## src/rtl/mdiv_pkg.sv

```systemverilog
package mdiv_pkg;

   localparam int unsigned BUS_W  = 32;
   localparam int unsigned ADDR_W = 5;

   // word index = byte address bits 4:2
   localparam logic [2:0] WSEL_DVD  = 3'd0;
   localparam logic [2:0] WSEL_DVS  = 3'd1;
   localparam logic [2:0] WSEL_QUO  = 3'd2;
   localparam logic [2:0] WSEL_REM  = 3'd3;
   localparam logic [2:0] WSEL_STAT = 3'd4;

   localparam int unsigned STAT_FIN_BIT = 0;
   localparam int unsigned STAT_DZ_BIT  = 1;

   typedef enum logic [1:0] {
      ENG_IDLE = 2'd0,
      ENG_RUN  = 2'd1,
      ENG_ZERO = 2'd2
   } eng_state_e;

endpackage

```

## src/rtl/mdiv_zext.sv

```systemverilog
module mdiv_zext #(
   parameter int unsigned IN_W  = 16,
   parameter int unsigned OUT_W = 32
) (
   input  logic [IN_W-1:0]  in_i,
   output logic [OUT_W-1:0] out_o
);

   generate
      if (IN_W == OUT_W) begin : g_same
         assign out_o = in_i;
      end else begin : g_pad
         assign out_o = {{(OUT_W - IN_W){1'b0}}, in_i};
      end
   endgenerate

endmodule

```

## src/rtl/mdiv_engine.sv

```systemverilog
module mdiv_engine
   import mdiv_pkg::*;
#(
   parameter int unsigned DVD_W = 32,
   parameter int unsigned DVS_W = 16
) (
   input  logic             clk,
   input  logic             rst_n,
   input  logic             start_i,
   input  logic [DVD_W-1:0] dvd_i,
   input  logic [DVS_W-1:0] dvs_i,
   output logic             done_o,
   output logic [DVD_W-1:0] quo_o,
   output logic [DVS_W-1:0] rem_o,
   output logic             zero_o
);

   localparam int unsigned CNT_W = $clog2(DVD_W + 1);
   localparam logic [CNT_W-1:0] CNT_LOAD = CNT_W'(DVD_W);
   localparam logic [CNT_W-1:0] CNT_LAST = CNT_W'(1);

   eng_state_e       state_q;
   logic [DVD_W-1:0] q_q;
   logic [DVS_W-1:0] r_q;
   logic [DVS_W-1:0] d_q;
   logic [CNT_W-1:0] cnt_q;

   logic [DVS_W:0]   trial;
   logic [DVS_W:0]   diff;
   logic             take;
   logic [DVS_W-1:0] r_nxt;
   logic [DVD_W-1:0] q_nxt;

   // one restoring step: shift in the next dividend bit, subtract if it fits
   always_comb begin
      trial = {r_q, q_q[DVD_W-1]};
      diff  = trial - {1'b0, d_q};
      take  = (trial >= {1'b0, d_q});
      r_nxt = take ? diff[DVS_W-1:0] : trial[DVS_W-1:0];
      q_nxt = {q_q[DVD_W-2:0], take};
   end

   always_comb begin
      done_o = 1'b0;
      zero_o = 1'b0;
      quo_o  = q_nxt;
      rem_o  = r_nxt;
      if (state_q == ENG_ZERO) begin
         done_o = 1'b1;
         zero_o = 1'b1;
         quo_o  = '1;
         rem_o  = q_q[DVS_W-1:0];
      end else if (state_q == ENG_RUN && cnt_q == CNT_LAST) begin
         done_o = 1'b1;
      end
   end

   always_ff @(posedge clk or negedge rst_n) begin
      if (!rst_n) begin
         state_q <= ENG_IDLE;
         q_q     <= '0;
         r_q     <= '0;
         d_q     <= '0;
         cnt_q   <= '0;
      end else if (start_i) begin
         q_q     <= dvd_i;
         r_q     <= '0;
         d_q     <= dvs_i;
         cnt_q   <= CNT_LOAD;
         state_q <= (dvs_i == '0) ? ENG_ZERO : ENG_RUN;
      end else begin
         unique case (state_q)
            ENG_RUN: begin
               q_q   <= q_nxt;
               r_q   <= r_nxt;
               cnt_q <= cnt_q - CNT_LAST;
               if (cnt_q == CNT_LAST) state_q <= ENG_IDLE;
            end
            ENG_ZERO: state_q <= ENG_IDLE;
            default:  state_q <= ENG_IDLE;
         endcase
      end
   end

endmodule

```

## src/rtl/mdiv_regs.sv

```systemverilog
module mdiv_regs
   import mdiv_pkg::*;
#(
   parameter int unsigned DATA_W = 32,
   parameter int unsigned DVD_W  = 32,
   parameter int unsigned DVS_W  = 16
) (
   input  logic              clk,
   input  logic              rst_n,
   input  logic              we_i,
   input  logic              re_i,
   input  logic [ADDR_W-1:0] addr_i,
   input  logic [DATA_W-1:0] wdata_i,
   output logic [DATA_W-1:0] rdata_o,
   output logic              start_o,
   output logic [DVD_W-1:0]  dvd_o,
   output logic [DVS_W-1:0]  dvs_o,
   input  logic              done_i,
   input  logic [DVD_W-1:0]  quo_i,
   input  logic [DVS_W-1:0]  rem_i,
   input  logic              zero_i,
   output logic              fin_o,
   output logic              dz_o
);

   logic [2:0]       word;
   logic             aligned;
   logic             wr_dvd;
   logic [DVD_W-1:0] dvd_q;
   logic [DVS_W-1:0] dvs_q;
   logic [DVD_W-1:0] quo_q;
   logic [DVS_W-1:0] rem_q;
   logic             fin_q;
   logic             dz_q;

   logic [DATA_W-1:0] dvd_x;
   logic [DATA_W-1:0] dvs_x;
   logic [DATA_W-1:0] quo_x;
   logic [DATA_W-1:0] rem_x;

   assign word    = addr_i[ADDR_W-1:2];
   assign aligned = (addr_i[1:0] == 2'b00);
   assign wr_dvd  = we_i && aligned && (word == WSEL_DVD);
   assign start_o = we_i && aligned && (word == WSEL_DVS);
   assign dvd_o   = dvd_q;
   assign dvs_o   = wdata_i[DVS_W-1:0];
   assign fin_o   = fin_q;
   assign dz_o    = dz_q;

   always_ff @(posedge clk or negedge rst_n) begin
      if (!rst_n) begin
         dvd_q <= '0;
         dvs_q <= '0;
         quo_q <= '0;
         rem_q <= '0;
         fin_q <= 1'b0;
         dz_q  <= 1'b0;
      end else begin
         if (wr_dvd) dvd_q <= wdata_i[DVD_W-1:0];
         if (start_o) begin
            dvs_q <= wdata_i[DVS_W-1:0];
            fin_q <= 1'b0;
            dz_q  <= 1'b0;
         end else if (done_i) begin
            quo_q <= quo_i;
            rem_q <= rem_i;
            fin_q <= 1'b1;
            dz_q  <= zero_i;
         end
      end
   end

   mdiv_zext #(.IN_W(DVD_W), .OUT_W(DATA_W)) u_zx_dvd (.in_i(dvd_q), .out_o(dvd_x));
   mdiv_zext #(.IN_W(DVS_W), .OUT_W(DATA_W)) u_zx_dvs (.in_i(dvs_q), .out_o(dvs_x));
   mdiv_zext #(.IN_W(DVD_W), .OUT_W(DATA_W)) u_zx_quo (.in_i(quo_q), .out_o(quo_x));
   mdiv_zext #(.IN_W(DVS_W), .OUT_W(DATA_W)) u_zx_rem (.in_i(rem_q), .out_o(rem_x));

   always_comb begin
      rdata_o = '0;
      if (re_i && aligned) begin
         case (word)
            WSEL_DVD:  rdata_o = dvd_x;
            WSEL_DVS:  rdata_o = dvs_x;
            WSEL_QUO:  rdata_o = quo_x;
            WSEL_REM:  rdata_o = rem_x;
            WSEL_STAT: begin
               rdata_o[STAT_FIN_BIT] = fin_q;
               rdata_o[STAT_DZ_BIT]  = dz_q;
            end
            default:   rdata_o = '0;
         endcase
      end
   end

endmodule

```

## src/rtl/mmio_divider.sv

```systemverilog
module mmio_divider
   import mdiv_pkg::*;
#(
   parameter int unsigned DATA_W = BUS_W,
   parameter int unsigned DVD_W  = 32,
   parameter int unsigned DVS_W  = 16
) (
   input  logic              clk,
   input  logic              rst_n,
   input  logic              bus_we,
   input  logic              bus_re,
   input  logic [ADDR_W-1:0] bus_addr,
   input  logic [DATA_W-1:0] bus_wdata,
   output logic [DATA_W-1:0] bus_rdata
);

   generate
      if (DVD_W < 2) begin : g_bad_dvd
         $error("mmio_divider: DVD_W must be at least 2");
      end
      if (DVS_W > DVD_W) begin : g_bad_dvs
         $error("mmio_divider: DVS_W must not exceed DVD_W");
      end
      if (DVD_W > DATA_W) begin : g_bad_bus
         $error("mmio_divider: DVD_W must fit the bus");
      end
      if (DATA_W < 2) begin : g_bad_data
         $error("mmio_divider: DATA_W must hold the status bits");
      end
   endgenerate

   logic             div_start;
   logic [DVD_W-1:0] div_dvd;
   logic [DVS_W-1:0] div_dvs;
   logic             eng_done;
   logic [DVD_W-1:0] eng_quo;
   logic [DVS_W-1:0] eng_rem;
   logic             eng_zero;
   logic             stat_fin;
   logic             stat_dz;

   mdiv_regs #(
      .DATA_W(DATA_W),
      .DVD_W (DVD_W),
      .DVS_W (DVS_W)
   ) u_regs (
      .clk    (clk),
      .rst_n  (rst_n),
      .we_i   (bus_we),
      .re_i   (bus_re),
      .addr_i (bus_addr),
      .wdata_i(bus_wdata),
      .rdata_o(bus_rdata),
      .start_o(div_start),
      .dvd_o  (div_dvd),
      .dvs_o  (div_dvs),
      .done_i (eng_done),
      .quo_i  (eng_quo),
      .rem_i  (eng_rem),
      .zero_i (eng_zero),
      .fin_o  (stat_fin),
      .dz_o   (stat_dz)
   );

   mdiv_engine #(
      .DVD_W(DVD_W),
      .DVS_W(DVS_W)
   ) u_engine (
      .clk    (clk),
      .rst_n  (rst_n),
      .start_i(div_start),
      .dvd_i  (div_dvd),
      .dvs_i  (div_dvs),
      .done_o (eng_done),
      .quo_o  (eng_quo),
      .rem_o  (eng_rem),
      .zero_o (eng_zero)
   );

endmodule

```

## config.mk

```make
export PLATFORM = sky130hd
export DESIGN_NAME = mmio_divider
export DESIGN_NICKNAME = d
export VERILOG_FILES = /design/src/rtl/mdiv_pkg.sv /design/src/rtl/mdiv_zext.sv /design/src/rtl/mdiv_engine.sv /design/src/rtl/mdiv_regs.sv /design/src/rtl/mmio_divider.sv
export SDC_FILE = /design/constraint.sdc
export NUM_CORES = 1
export LEC_CHECK = 0
export ABC_CLOCK_PERIOD_IN_PS = 2900
export BUFFER_PORTS_ARGS = -buffer_cell sky130_fd_sc_hd__buf_2
export CORE_ASPECT_RATIO = 0.6
export CORE_MARGIN = 2
export CORE_UTILIZATION = 35
export CTS_CLUSTER_DIAMETER = 60
export DETAILED_ROUTE_END_ITERATION = 8
export REMOVE_ABC_BUFFERS = 1
export SYNTH_ARGS = -nofsm -noshare
export SYNTH_HDL_FRONTEND = slang
export SYNTH_HIERARCHICAL = 1
export SYNTH_SLANG_ARGS = --single-unit
```

## constraint.sdc

```tcl
create_clock -name clk -period 2.9 [get_ports clk]
set_input_delay 0 -clock clk [delete_from_list [all_inputs] [get_ports clk]]
set_output_delay 0 -clock clk [all_outputs]
set_load 0.01 [all_outputs]
```

; ---- Word level (Yosys, flattened, before mapping)
; Cells that the tools add are included.
[word_totals]
in_bits = 41
register_bits = 154
word_cells = 56
[op_classes]
muxes = 23
reduce_logical = 11
bitwise_logic = 1
n_lt_le_gt_ge = 1
add_sub_neg = 2
n_eq_ne = 8
[op_table]
columns = operator, n
row1 = $mux 32, 4
row2 = $pmux 30 s4, 1
row3 = $mux 16, 4
row4 = $ge 17x16->1, 1
row5 = $logic_not 16->1, 1
row6 = $sub 16x16->16, 1
row7 = $mux 6, 2
row8 = $pmux 2 s5, 1
row9 = $mux 2, 4
row10 = $mux 1, 7
row11 = $eq 3x2->1 const B, 2
row12 = $eq 6x1->1 const B, 1
row13 = $sub 6x1->6 const B, 1
row14 = $logic_and 1x1->1, 5
row15 = $reduce_bool 2->1, 2
row16 = $eq 3x1->1 const B, 1
row17 = $eq 3x3->1 const B, 1
row18 = $logic_not 3->1, 1
row19 = $ne 3x3->1 const B, 1
row20 = $eq 2x1->1 const B, 1
row21 = $eq 2x2->1 const B, 1
row22 = $logic_not 2->1, 1
row23 = $reduce_and 2->1, 1
row24 = $not 1->1, 1

; ---- Logic depth before layout (Yosys ltp)
[depth]
word_depth = 6
ltp_mapped = 12

; ---- Cells and area by module
; Netlist, hierarchy kept.
[modules_own_cells]
columns = mod, area_per_inst_um2, cells_per_inst, instances, seq_area_each_um2
row1 = mdiv_regs, 5086.1, 387, 1, 2452.4
row2 = mdiv_engine, 4720.8, 550, 1, 1801.7
row3 = mdiv_zext at u_regs.u_zx_dvs ..., 244.0, 33, 2, 0.0
row4 = mdiv_zext at u_regs.u_zx_dvd ..., 240.2, 32, 2, 0.0

; ---- Worst setup path after synthesis
; OpenSTA, ideal clock, no wires.
[synth_timing]
path_type = register to register
from = register u_engine.q_q[31]
to = register u_regs.rem_q[14]
setup_ps = 125
synth_period_minus_slack_ps = 2722
required_ps = 2775
slack_ps = 178
stages_incl_launch_ff = 12
arrival_time_ps = 2597
path_buffers = 0
path_cell_list = dfrtp_1 inv_1 ha_1 inv_1 fa_1 a21o_1 a221oi_2 nor4b_1 or4_1 o211ai_2 a31oi_1 mux2_2
[synth_between]
elab_chain_cells = 3
elab_cells_between_ends = 4
[synth_lines]
columns = element, line
row1 = from (decl), mdiv_engine.sv:23  ; logic [DVD_W-1:0] q_q;
row2 = from (signal assigned), mdiv_engine.sv:66  ; q_q <= dvd_i;
row3 = from (signal assigned), mdiv_engine.sv:74  ; q_q <= q_nxt;
row4 = $sub 16x16->16 or $ge 17x16->1 (tied branches), "mdiv_engine.sv:37, mdiv_engine.sv:38"
row5 = $mux 16 *, mdiv_engine.sv:39  ; r_nxt = take ? diff[DVS_W-1:0] : trial[DVS_W-1:0];
row6 = $mux 16 *, mdiv_engine.sv:48  ; if (state_q == ENG_ZERO) begin
row7 = net eng_rem[14], mmio_divider.sv:37  ; logic [DVS_W-1:0] eng_rem;
row8 = to (signal assigned), mdiv_regs.sv:66  ; rem_q <= rem_i;
row9 = to (decl), mdiv_regs.sv:32  ; logic [DVS_W-1:0] rem_q;
; Mark *: on every way through the listed nets, which the timed path passes. The rest lies on a longest branch.
; A chain may end at the register's enable or synchronous reset.

; ---- Worst setup path after layout
; Ends and elaborated chain as after synthesis.

==> results.txt <==
- Antenna violations before repair: 0
- Synth Area in XOR/XNOR: less than 1%
- Wirelength per Cell: ~18 um
- The routed design has 26,300 um of wire.
- Dividing the detail-routed via count by the number of cells gives 5.10.
* R2r endpoint: u_regs/rem_q[14]
* Max Root-Sink Buffers: 2
- After synthesis, the cell types taking the most area are dfrtp_1 (39%), buf_4 (10%), mux2i_1 (8.6%).
- Critical path type: flip-flop to flip-flop
- Yosys mapped a number of flops with a built-in enable equal to 0.
- The later pin in the worst-skew pair is clocked with a latency of approximately 0.44 ns.
- Counting I/O delays and the setup requirement, the final critical path takes roughly 2.8 ns.
- Die Width: 231 um
* Number of placement rows: just under 50
- Post-Synth Simple-Gate Area: a little under an eighth
* Number of synthesis warnings: 6
- DP HPWL: about 18,000 um
- Filler Cells Inserted: 2,936
- For flop-to-flop paths, the worst setup slack is between 0.06 and 0.07 ns.
- RSZ-0062 raised after global routing: true
* Post-Syn Area per Cell: about 10 sq um
- Outcome: finished, final reports clean
* Type of the worst min-delay path: primary input to async pin
- The first global-routing pass estimated 42,300 um of wire.
- Synth top area share: about 40%
* Post-synthesis mux area share: 20.0%
- In this run the clock root is driven by a clkbuf_16.
* Worst Setup Start Kind: flip-flop
- Seq/Total Area, Yosys: between 30% and 40%
- Clock tree synthesis found a total of 170 sinks.
* Total core area: ~30,000 sq um
- Vias: between 7,000 and 8,000
* Clock transition at the register clock pins on the worst setup and hold paths after CTS: approximately 0.060 ns
- Growth of design area from synthesis to finish: 8.81%
- For this design the top-level I/O count stands at 73.
- Routability-driven placement finished with a final weighted congestion of a little under 0.9.
* Number of different library cells in the post-synthesis netlist: 62
- In this run the worst path has a maximum fanout of 3.
* Top FF cell, synth: dfrtp_1
* Starting utilization of the core area: a little over a third
- Maximum number of pins on one net before global-route repair: about 130
- Data on the critical path is required at its endpoint by around 3.2 ns.
- The number of endpoints with negative hold slack in the final report was 0.
- End point of the critical path: u_regs/rem_q[14]
* Multi-input logic area: between 5000 and 6000 sq um
- In this run, synthesis produced a sequential element count of 170.
- Of all cell types, the one taking the most synthesized area is dfrtp_1.
- Maximum level of the CTS H-tree: 4
- CP Data Arrival Time: approximately 3.2 ns
- Total congestion overflow after global routing: 0
- Floorplan die area: between 30,000 and 40,000 sq um
- Number of slew-limit violations in the final report: 0
- Max cap viols: 0
- R2R Path Start: u_engine/q_q[31]
- Counting flops with an async set or reset pin after synthesis yields a share of between 90% and 100%.
* Maximum vdd drop: 0.379 mV
* Cells on worst reg2reg path: 11
- Of the total synthesized cell area, the portion taken by full adders, half adders and majority gates is roughly 2.3%.
- For this run, design rule violations remaining after detail routing come to 0.
- Synthesized cell area: 10,800 sq um
- Once layout is complete, the utilization of the core stands at 39.0%.
* Register cell area after layout: 4250 sq um
* Vias in the first global route: 7,437
* Max-slew headroom at the worst pin: a little over a third
* Final Total Pwr: between 10 and 15 mW
* Clock buffer count from CTS: 17
* Number of nets in the layout: between 1,000 and 1,500
- Antenna viol nets, final: 0
* Fraction of layout cells with a size suffix above 1: between 20% and 30%
- STA classifies the critical path endpoint as a flip-flop.
- After synthesis, the largest family of logic cells by area is multiplexers.
- In this run the power density over the cells is approximately 880 nW/um^2.
- Total Routing Usage GR: between 10% and 20%
* Chip Height: between 100 and 150 um
- LEAKAGE: 5.50 nW
- Between clock sinks in the finished design, the worst skew comes to between 0.009 and 0.01 ns.
- Compound-cell area share of the yosys netlist: between 10% and 20%
- Setup violators final: 0
* Count of routing violations after the opening detailed-route iteration: roughly 490
* Clock tree from TritonCTS: done
* Input/output buffers: 72
- In the finished design, the share of the clock period the worst path needs comes to between 90% and 100%.
- Drt first pass iters: 5
- At the pin with the least slew margin, the transition time is a little under 1 ns.
* Launching element of the worst setup path: u_engine/q_q[31]
- Timing would allow up to roughly 350 MHz.
- Gate Count Post-Synth: 1,067
-- Yosys cell counts (7+ instances only) --
cell type  instances
nor4_1             7
ha_1              18
o22ai_1           29
mux2i_1           93
a311oi_1           7
mux2_4            30
clkbuf_1          38
nor2_1            57
and2_1            32
dfrtp_1          170
a31oi_1           15
buf_2             14
a311oi_2           7
o21ai_0           58
nand2b_1          40
a21oi_1           26
mux2_2            67
nand2_1           65
inv_1             27
nand3_1           20
a21o_1             7
buf_1              7
xnor2_1            9
buf_4            146
-- state kept, by name (all words and copies together) (netlist names) --
name,count
u_regs/dvd_o,32
u_regs/quo_q,32
u_engine/state_q,2
u_engine/q_q,32
u_engine/d_q,16
u_regs/rem_q,16
u_regs/dvs_q,16
u_engine/cnt_q,6
u_regs/dz_o,1
u_engine/r_q,16
u_regs/fin_o,1
-- cell usage in the layout, fill, tap and decap left out, types with 30 or more instances in the layout --
cell type,synthesis,final
and2_1,32,32
buf_2,14,70
buf_4,146,31
conb_1,2,32
dfrtp_1,170,170
dlygate4sd3_1,0,34
mux2_2,67,67
mux2_4,30,30
mux2i_1,93,93
nand2_1,65,65
nand2b_1,40,39
nor2_1,57,57
o21ai_0,58,58
-- worst min path at each step --
stage,startpoint,end,slack [ns],depth (start not counted)
after floorplan,rst_n,u_engine/cnt_q[0],-0.30,0
after global placement,rst_n,u_regs/dvs_q[14],0.06,1
after detailed placement,rst_n,u_regs/dvd_o[13],0.06,1
after CTS,rst_n,u_regs/dvs_q[13],0.16,2
after global routing,rst_n,u_regs/dvs_q[13],0.17,2
final,rst_n,u_regs/dvs_q[13],0.12,2
-- layout make-up --
type                    instances  area share (%)
multi-input cells             690            44.5
repair buffers                143            9.09
diodes                          1          0.0213
inverters                      27           0.875
well taps                     408            4.35
clock inverters                10            1.02
clock buffers                  22            3.87
flip-flops and latches        170            36.3
-- kinds of logic after synthesis --
group,Yosys count
AO/OA/AOI/OAI,186
XOR/XNOR,12
adder cells (fa/ha/maj),19
buffers and inverters,237
flip-flops,170
multiplexers,191
other,2
AND/OR/NAND/NOR,250
-- what timing repair did --
| action | 4_1_cts | 5_1_grt |
|---|---|---|
| setup buffers | 0 | 3 |
| hold buffers | 34 | 0 |
| setup endpoints to repair | 0 | 9 |
| gates resized for setup | 0 | 8 |
| endpoints found under the hold margin | 130 | 0 |
-- per-layer routing --
metal,routed length (um),global-route usage (%),up-vias
li1,-,-,3532
met1,14400,27.1,3777
met2,10100,21.9,176
met3,1500,4.32,22
met4,269,3.60,0
met5,0,0,-
-- critical path, cell delays in order (launching register included) --
cell and delay (ns):
dfrtp_1 0.39, inv_2 0.08, ha_2 0.18, inv_1 0.05, fa_2 0.36, a21o_1 0.21
a221oi_2 0.31, nor4b_2 0.10, or4_1 0.49, o211ai_2 0.13, a31oi_1 0.12, mux2_2 0.29
-- power breakdown --
part           leakage (nW)  total [mW]  internal (mW)  switching, mW
Combinational          3.11        4.40           2.09           2.31
Sequential             2.12        3.62           3.07          0.554
Clock                 0.263        2.26           1.29          0.969
Total                  5.50        10.3           6.45           3.83
-- stage by stage --
step	worst slack (ns)	hold WS (ns)	cells	TNS, ns	instance area (sq um)
2_1_floorplan	-1.68	-0.296	887	-133.98	9500
3_3_place_gp	0.103	0.0567	1401	0	10700
3_5_place_dp	0.0363	0.0586	1401	0	10700
4_1_cts	0.0165	0.162	1467	0	11700
5_1_grt	-0.0293	0.174	1470	-0.0293	11700
6_report	0.0669	0.122	1471	0	11700
Note: power is estimated with default switching activity, not from simulation.
